## src/rtl/prf_pkg.sv

```systemverilog
package prf_pkg;
  typedef enum logic [1:0] {
    ST_IDLE  = 2'd0,
    ST_XFER  = 2'd1,
    ST_DRAIN = 2'd2
  } prf_state_e;

  typedef struct packed {
    logic [1:0] burst_code;
    logic       pf_off;
    logic       frc_retry;
    logic       frc_abort;
  } prf_cfg_t;

  localparam logic [1:0] BURST_CODE_RST = 2'b11;
  localparam int unsigned MAX_BURST = 8;
endpackage

```

## src/rtl/prf_cfg.sv

```systemverilog
module prf_cfg
  import prf_pkg::*;
(
  input  logic     clk,
  input  logic     rst_n,
  input  logic     wr_en,
  input  prf_cfg_t wr_val,
  output prf_cfg_t cfg
);
  prf_cfg_t cfg_q, cfg_d;

  always_comb begin
    cfg_d = cfg_q;
    if (wr_en) cfg_d = wr_val;
  end

  always_ff @(posedge clk or negedge rst_n) begin
    if (!rst_n) begin
      cfg_q.burst_code <= BURST_CODE_RST;
      cfg_q.pf_off     <= 1'b0;
      cfg_q.frc_retry  <= 1'b0;
      cfg_q.frc_abort  <= 1'b0;
    end else if (wr_en) begin
      cfg_q <= cfg_d;
    end
  end

  assign cfg = cfg_q;


  cfg_hold_chk: assert property (@(posedge clk) disable iff (!rst_n)
    !$past(wr_en) |-> $stable(cfg_q));
endmodule

```

## src/rtl/prf_len_dec.sv

```systemverilog
module prf_len_dec #(
  parameter int unsigned LEN_W = 4
) (
  input  logic [1:0]       code,
  input  logic             pf_off,
  output logic [LEN_W-1:0] words
);
  logic [LEN_W-1:0] coded;

  always_comb begin
    coded = LEN_W'({code, 1'b0}) + LEN_W'(2);
    words = pf_off ? LEN_W'(1) : coded;
  end
endmodule

```

## src/rtl/prf_fifo.sv

```systemverilog
module prf_fifo #(
  parameter int unsigned DW    = 32,
  parameter int unsigned DEPTH = 8
) (
  input  logic                             clk,
  input  logic                             rst_n,
  input  logic                             push,
  input  logic                             pop,
  input  logic                             flush,
  input  logic [DW-1:0]                    wdata,
  output logic [DW-1:0]                    rdata,
  output logic                             empty,
  output logic [$clog2(DEPTH+1)-1:0]       free
);
  localparam int unsigned PW = (DEPTH > 1) ? $clog2(DEPTH) : 1;
  localparam int unsigned CW = $clog2(DEPTH + 1);

  logic [DW-1:0] mem [DEPTH];
  logic [PW-1:0] wp_q, wp_d, rp_q, rp_d;
  logic [CW-1:0] cnt_q, cnt_d;
  logic          do_push, do_pop;

  function automatic logic [PW-1:0] ptr_inc(input logic [PW-1:0] p);
    return (int'(p) == DEPTH - 1) ? '0 : p + PW'(1);
  endfunction

  always_comb begin
    do_push = push && !flush;
    do_pop  = pop && !flush && (cnt_q != '0);
    wp_d    = wp_q;
    rp_d    = rp_q;
    cnt_d   = cnt_q;
    if (flush) begin
      wp_d  = '0;
      rp_d  = '0;
      cnt_d = '0;
    end else begin
      if (do_push) wp_d = ptr_inc(wp_q);
      if (do_pop)  rp_d = ptr_inc(rp_q);
      case ({do_push, do_pop})
        2'b10:   cnt_d = cnt_q + CW'(1);
        2'b01:   cnt_d = cnt_q - CW'(1);
        default: cnt_d = cnt_q;
      endcase
    end
  end

  always_ff @(posedge clk or negedge rst_n) begin
    if (!rst_n) begin
      wp_q  <= '0;
      rp_q  <= '0;
      cnt_q <= '0;
    end else begin
      wp_q  <= wp_d;
      rp_q  <= rp_d;
      cnt_q <= cnt_d;
    end
  end

  always_ff @(posedge clk) begin
    if (do_push) mem[wp_q] <= wdata;
  end

  assign rdata = mem[rp_q];
  assign empty = (cnt_q == '0);
  assign free  = CW'(DEPTH) - cnt_q;


  no_overflow_chk: assert property (@(posedge clk) disable iff (!rst_n)
    (push && !pop && !flush) |-> (int'(cnt_q) < DEPTH));
endmodule

```

## src/rtl/prf_ctrl.sv

```systemverilog
module prf_ctrl
  import prf_pkg::*;
#(
  parameter int unsigned ADDR_W = 32,
  parameter int unsigned LEN_W  = 4,
  parameter int unsigned CW     = 4
) (
  input  logic              clk,
  input  logic              rst_n,
  input  prf_cfg_t          cfg,
  input  logic [LEN_W-1:0]  burst_words,
  input  logic              t_start,
  input  logic [ADDR_W-1:0] t_addr,
  input  logic              t_rdy,
  input  logic              t_last,
  output logic              t_valid,
  output logic              t_disc,
  output logic              t_retry,
  output logic              t_abort,
  output logic              b_req,
  output logic [ADDR_W-1:0] b_addr,
  output logic [LEN_W-1:0]  b_len,
  input  logic              b_gnt,
  input  logic              b_dvalid,
  input  logic              fifo_empty,
  input  logic [CW-1:0]     fifo_free,
  output logic              fifo_push,
  output logic              fifo_pop,
  output logic              fifo_flush
);
  prf_state_e        state_q, state_d;
  logic [ADDR_W-1:0] faddr_q, faddr_d;
  logic [LEN_W-1:0]  outst_q, outst_d;
  logic [LEN_W-1:0]  len_q, len_d;
  logic              single_q, single_d;
  logic              fetched_q, fetched_d;
  logic              retry_q, retry_d;
  logic              abort_q, abort_d;
  logic              xfer, end_xfer, word_in, grant;

  always_comb begin
    t_valid  = (state_q == ST_XFER) && !fifo_empty;
    t_disc   = t_valid && single_q;
    xfer     = t_valid && t_rdy;
    end_xfer = xfer && (t_last || single_q);
    word_in  = b_dvalid && (outst_q != '0);
    b_req    = (state_q == ST_XFER) && (outst_q == '0) &&
               !(single_q && fetched_q) &&
               (int'(fifo_free) >= int'(len_q));
    grant    = b_req && b_gnt;

    fifo_push  = word_in && (state_q == ST_XFER);
    fifo_pop   = xfer;
    fifo_flush = end_xfer;

    state_d   = state_q;
    faddr_d   = faddr_q;
    len_d     = len_q;
    single_d  = single_q;
    fetched_d = fetched_q;
    retry_d   = 1'b0;
    abort_d   = 1'b0;

    outst_d = outst_q;
    if (grant) begin
      outst_d   = len_q;
      faddr_d   = faddr_q + (ADDR_W'(len_q) << 2);
      fetched_d = 1'b1;
    end else if (word_in) begin
      outst_d = outst_q - LEN_W'(1);
    end

    unique case (state_q)
      ST_IDLE: begin
        if (t_start) begin
          if (cfg.frc_abort) begin
            abort_d = 1'b1;
          end else if (cfg.frc_retry) begin
            retry_d = 1'b1;
          end else begin
            state_d   = ST_XFER;
            faddr_d   = t_addr;
            len_d     = burst_words;
            single_d  = cfg.pf_off;
            fetched_d = 1'b0;
          end
        end
      end
      ST_XFER: begin
        if (end_xfer) state_d = (outst_d != '0) ? ST_DRAIN : ST_IDLE;
      end
      ST_DRAIN: begin
        if (t_start) begin
          abort_d = cfg.frc_abort;
          retry_d = !cfg.frc_abort;
        end
        if (outst_d == '0) state_d = ST_IDLE;
      end
      default: state_d = ST_IDLE;
    endcase
  end

  always_ff @(posedge clk or negedge rst_n) begin
    if (!rst_n) begin
      state_q   <= ST_IDLE;
      faddr_q   <= '0;
      outst_q   <= '0;
      len_q     <= '0;
      single_q  <= 1'b0;
      fetched_q <= 1'b0;
      retry_q   <= 1'b0;
      abort_q   <= 1'b0;
    end else begin
      state_q   <= state_d;
      faddr_q   <= faddr_d;
      outst_q   <= outst_d;
      len_q     <= len_d;
      single_q  <= single_d;
      fetched_q <= fetched_d;
      retry_q   <= retry_d;
      abort_q   <= abort_d;
    end
  end

  assign t_retry = retry_q;
  assign t_abort = abort_q;
  assign b_addr  = faddr_q;
  assign b_len   = len_q;


  term_excl_chk: assert property (@(posedge clk) disable iff (!rst_n)
    $onehot0({t_retry, t_abort, t_valid}));


  abort_prio_chk: assert property (@(posedge clk) disable iff (!rst_n)
    t_retry |-> !$past(cfg.frc_abort));


  room_rsv_chk: assert property (@(posedge clk) disable iff (!rst_n)
    (state_q == ST_XFER) |-> (int'(fifo_free) >= int'(outst_q)));


  len_legal_chk: assert property (@(posedge clk) disable iff (!rst_n)
    b_req |-> (b_len == 4'd1 || b_len == 4'd2 || b_len == 4'd4 ||
               b_len == 4'd6 || b_len == 4'd8));


  single_len_chk: assert property (@(posedge clk) disable iff (!rst_n)
    (b_req && single_q) |-> (b_len == 4'd1));
endmodule

```

## src/rtl/pci_tgt_prefetch.sv

```systemverilog
module pci_tgt_prefetch
  import prf_pkg::*;
#(
  parameter int unsigned DATA_W     = 32,
  parameter int unsigned ADDR_W     = 32,
  parameter int unsigned FIFO_DEPTH = 8
) (
  input  logic              clk,
  input  logic              rst_n,
  input  logic              cfg_wr,
  input  logic [1:0]        cfg_burst_code,
  input  logic              cfg_pf_off,
  input  logic              cfg_frc_retry,
  input  logic              cfg_frc_abort,
  input  logic              t_start,
  input  logic [ADDR_W-1:0] t_addr,
  input  logic              t_rdy,
  input  logic              t_last,
  output logic              t_valid,
  output logic [DATA_W-1:0] t_data,
  output logic              t_disc,
  output logic              t_retry,
  output logic              t_abort,
  output logic              b_req,
  output logic [ADDR_W-1:0] b_addr,
  output logic [3:0]        b_len,
  input  logic              b_gnt,
  input  logic              b_dvalid,
  input  logic [DATA_W-1:0] b_data
);
  localparam int unsigned LEN_W = $clog2(MAX_BURST + 1);
  localparam int unsigned CW    = $clog2(FIFO_DEPTH + 1);

  prf_cfg_t         wr_val, cfg;
  logic [LEN_W-1:0] burst_words;
  logic [LEN_W-1:0] len_int;
  logic             f_empty, f_push, f_pop, f_flush;
  logic [CW-1:0]    f_free;

  generate
    if (FIFO_DEPTH < MAX_BURST) begin : g_depth_bad
      initial $error("FIFO_DEPTH must hold the longest burst");
    end
  endgenerate

  always_comb begin
    wr_val.burst_code = cfg_burst_code;
    wr_val.pf_off     = cfg_pf_off;
    wr_val.frc_retry  = cfg_frc_retry;
    wr_val.frc_abort  = cfg_frc_abort;
  end

  prf_cfg u_cfg (
    .clk    (clk),
    .rst_n  (rst_n),
    .wr_en  (cfg_wr),
    .wr_val (wr_val),
    .cfg    (cfg)
  );

  prf_len_dec #(.LEN_W(LEN_W)) u_dec (
    .code   (cfg.burst_code),
    .pf_off (cfg.pf_off),
    .words  (burst_words)
  );

  prf_fifo #(.DW(DATA_W), .DEPTH(FIFO_DEPTH)) u_fifo (
    .clk   (clk),
    .rst_n (rst_n),
    .push  (f_push),
    .pop   (f_pop),
    .flush (f_flush),
    .wdata (b_data),
    .rdata (t_data),
    .empty (f_empty),
    .free  (f_free)
  );

  prf_ctrl #(.ADDR_W(ADDR_W), .LEN_W(LEN_W), .CW(CW)) u_ctrl (
    .clk         (clk),
    .rst_n       (rst_n),
    .cfg         (cfg),
    .burst_words (burst_words),
    .t_start     (t_start),
    .t_addr      (t_addr),
    .t_rdy       (t_rdy),
    .t_last      (t_last),
    .t_valid     (t_valid),
    .t_disc      (t_disc),
    .t_retry     (t_retry),
    .t_abort     (t_abort),
    .b_req       (b_req),
    .b_addr      (b_addr),
    .b_len       (len_int),
    .b_gnt       (b_gnt),
    .b_dvalid    (b_dvalid),
    .fifo_empty  (f_empty),
    .fifo_free   (f_free),
    .fifo_push   (f_push),
    .fifo_pop    (f_pop),
    .fifo_flush  (f_flush)
  );

  assign b_len = 4'(len_int);
endmodule

```

## config.mk

```make
export PLATFORM = sky130hd
export DESIGN_NAME = pci_tgt_prefetch
export DESIGN_NICKNAME = d
export VERILOG_FILES = /design/src/rtl/prf_pkg.sv /design/src/rtl/prf_cfg.sv /design/src/rtl/prf_len_dec.sv /design/src/rtl/prf_fifo.sv /design/src/rtl/prf_ctrl.sv /design/src/rtl/pci_tgt_prefetch.sv
export SDC_FILE = /design/constraint.sdc
export NUM_CORES = 1
export LEC_CHECK = 0
export BUFFER_PORTS_ARGS = -buffer_cell sky130_fd_sc_hd__buf_2
export CORE_UTILIZATION = 45
export DETAILED_ROUTE_END_ITERATION = 6
export GPL_TIMING_DRIVEN = 0
export SETUP_SLACK_MARGIN = 0.15
export SLEW_MARGIN = 10
export SYNTH_ARGS = -nofsm -noshare
export SYNTH_HDL_FRONTEND = slang
export SYNTH_SLANG_ARGS = --single-unit
```

## constraint.sdc

```tcl
create_clock -name clk -period 5.1 [get_ports clk]
set_clock_uncertainty 0.05 [all_clocks]
set_input_delay 1.02 -clock clk [delete_from_list [all_inputs] [get_ports clk]]
set_output_delay 1.02 -clock clk [all_outputs]
set_load 0.02 [all_outputs]
```

==> flow_metrics.tcl <==
set metrics [dict create \
    die_x_um 173 \
    path_class "reg -> out" \
    nets 1070 \
    cpMaxStageDelayCell "buf_1" \
    drt-pass1-iter-count 4 \
    cts_sinks 316 \
    cts_tree "yes" \
    clk_pin_slew_worst_paths_ps 60 \
    hold_viol_final 0 \
    power_mw 8.16 \
    final_cell_area_mm2 0.0158 \
    post_route_cells_drive_above_1_share_pct 34.0 \
    synth_top_area_share_pct 58.2 \
    tightest_slew_ps 1110 \
    rsz0062_at_grt "false" \
    power.density_mw_per_mm2 516 \
    synth_edf_count 256 \
    p_sw_mw 2.63 \
    fmax_mhz 242 \
    synth.yosys.warnings 0 \
    combPwrFrac_pct 29.7 \
    synth_area_mm2 0.0132 \
    fillCellCount 2323 \
    ys_seq_elements 316 \
    yosysTopAreaCell "edfxtp_1" \
    cts_hold_buf 0 \
    syn_avg_cell_area_um2 17.1 \
    grt_pass1_wl_mm 44.9 \
    cts_buffers 34 \
    setup_violations 0 \
    syn_inst 773 \
    route.detailed.drc 0 \
    async_flop_share_pct 19.0 \
    worst-path-buf-inv 3 \
    grt_max_degree 61 \
    yosys_most_used_dff "edfxtp_1" \
    place_area_mm2 0.0147 \
    leakage_nw 5.58 \
    overflow 0 \
    drt_iter0_markers 448 \
    yosys.area_share.simple_pct 7.16 \
    clkPwrFrac_pct 28.8 \
    crit_fanout 10 \
    intPower_mw 5.53 \
    ios 150 \
    synth_xor_area_share_pct 0.596 \
    synthTopCellsByArea "edfxtp_1 58%, dfrtp_1 11%, mux4_2 11%" \
    antenna_left 0 \
    reg2reg_slack_ps 1640 \
    dieArea_mm2 0.0301 \
    cpMostUsedCell "buf_2" \
    seqPwrFrac_pct 41.5 \
    arrival_ps 3050 \
    ys_top_cells_by_count "256 x edfxtp_1, 64 x mux4_2, 58 x dfrtp_1" \
    antenna_found_initial 2 \
    drv_cap 0 \
    max_stage_delay_ps 780 \
    vias 7558 \
    cts_resized 0 \
    startpoint_type "flip-flop" \
    wire_per_inst_um 20.5 \
    grt.total_usage_pct 19.6 \
    wl_mm 28.3 \
    grt_pass1_vias 7870 \
    path_delay_family "buffers and inverters" \
    synth_most_common_cell "edfxtp_1" \
    clockRootBuffer "clkbuf_16" \
    synth-adder-area-share_pct 2.10 \
    cts_buffer_depth 3 \
    p_sw_share_pct 32.2 \
    ir_worst_vdd_v 0.000256 \
    dp.cells 1320 \
    ys_seq_area_share_pct 69.5 \
    avgViaCountPerCell 5.47 \
    finalNonFillerCells 1381 \
    slew_headroom_pct 25.6 \
    row_count 62 \
    synth-compound-area-share_pct 4.10 \
    routabilityCongestion 0.784 \
    synth.area.mux_share_pct 14.7 \
    fin_crit_ps 4120 \
    io_buffers 149 \
    coreArea_mm2 0.0288 \
    crit_path_end_kind "output pin" \
    synth_top_family_by_area "multiplexers" \
    post-cts-setup-buffers 0 \
    finalCritPeriodShare_pct 80.9 \
    yosysUniqueCellTypes 56 \
    dpl.hpwl_mm 18.7 \
    cp_cell_sequence "buf_2 > buf_1 > mux4_2 > mux2_2 > buf_2" \
    die_h_um 173 \
    drv_slew 0 \
    start_util_pct 45.9 \
    cp.required_ps 4030 \
    syn_to_final_growth_pct 19.7 \
    min_path_type "reg -> reg" \
    clk_latency_ps 500 \
    status "finished, final reports clean" \
    h-tree-depth 2 \
    synth_fp_nets 871 \
]
worst register-to-register path, stage by stage (launching register included):
cell and delay, ps:
dfrtp_1 460, inv_1 100, ha_1 250, a21oi_1 260, nand2_1 210, nor3_1 530
ha_1 370, ha_1 260, a21o_1 180, a21oi_1 160, xor2_1 90, or3_1 310
a21oi_1 150
stage by stage:
| step | setup WS (ps) | TNS, ps | hold slack [ps] | utilization, % |
|---|---|---|---|---|
| floorplan | 615 | 0 | 416 | - |
| global placement | -2040 | -154310 | 412 | 50.2 |
| detailed placement | 1400 | 0 | 411 | 51.2 |
| CTS | 851 | 0 | 426 | 54.9 |
| global route | 724 | 0 | 467 | 55.0 |
| finish | 976 | 0 | 419 | 55.0 |
cell families (layout without fill, tap and decap cells):
| family | count (synthesis) | count (layout) |
|---|---|---|
| adder cells (fa/ha/maj) | 21 | 21 |
| buffers and inverters | 55 | 278 |
| other | 0 | 1 |
| multiplexers | 110 | 110 |
| AO/OA/AOI/OAI | 83 | 83 |
| AND/OR/NAND/NOR | 179 | 179 |
| XOR/XNOR | 9 | 9 |
| flip-flops | 316 | 316 |
registers in the layout, indices dropped and copies added (netlist names):
signal and count:
u_ctrl.outst_q 4, u_fifo.rp_q 3, u_ctrl.b_len 4, u_fifo.cnt_q 4
u_ctrl.fetched_q 1, u_cfg.cfg 5, u_ctrl.state_q 2, u_ctrl.t_retry 1
u_fifo.mem 256, u_ctrl.t_abort 1, u_fifo.wp_q 3, u_ctrl.b_addr 32
path summary, 6_finish.rpt:
kind | from | end | cells past startpoint
worst max-delay path | u_fifo.rp_q[0] | t_data[20] | 5
worst min-delay path | u_ctrl.b_addr[0] | u_ctrl.b_addr[0] | 2
min in group asynchronous | rst_n | u_ctrl.outst_q[1] | 1
worst max register to register | u_fifo.cnt_q[0] | u_fifo.cnt_q[3] | 12
max in group asynchronous | rst_n | u_ctrl.b_addr[9] | 1
worst min register to register | u_ctrl.b_addr[0] | u_ctrl.b_addr[0] | 2
area by class of cell:
| type | count | area [µm²] | area share [%] |
|---|---|---|---|
| clock buffer | 37 | 862 | 5.45 |
| clock inverter | 23 | 205 | 1.30 |
| tap | 384 | 480 | 3.04 |
| multi-input combinational | 402 | 3850 | 24.3 |
| antenna | 1 | 2.50 | 0.0158 |
| buffer | 40 | 176 | 1.12 |
| inverter | 15 | 56.3 | 0.356 |
| sequential | 316 | 9190 | 58.1 |
| timing repair buffer | 163 | 992 | 6.27 |
per-layer routing:
layer,track usage [%],routed length [µm]
met1,26.8,12400
met2,32.5,14000
met3,3.40,1270
met4,5.24,519
met5,0,13
cell usage in the layout, fill, tap and decap left out, types with 15 or more instances in the layout:
cell / count
edfxtp_1: 256
clkbuf_1: 29
clkbuf_16: 34
or4_1: 15
nor2_1: 44
nand2_1: 40
ha_1: 19
o21ai_0: 20
buf_2: 154
mux2_2: 38
dfrtp_1: 58
inv_1: 15
mux4_2: 64
a31oi_1: 21
power by group through the flow:
stage          Clock, mW  Sequential (mW)  Combinational [mW]
2_1_floorplan          0             3.53                1.54
3_3_place_gp           0             3.44                2.39
3_5_place_dp           0             3.43                2.46
4_1_cts             2.40             3.38                2.47
5_1_grt             2.49             3.43                2.66
6_report            2.35             3.39                2.42
Power figures use the tool's default switching activity.
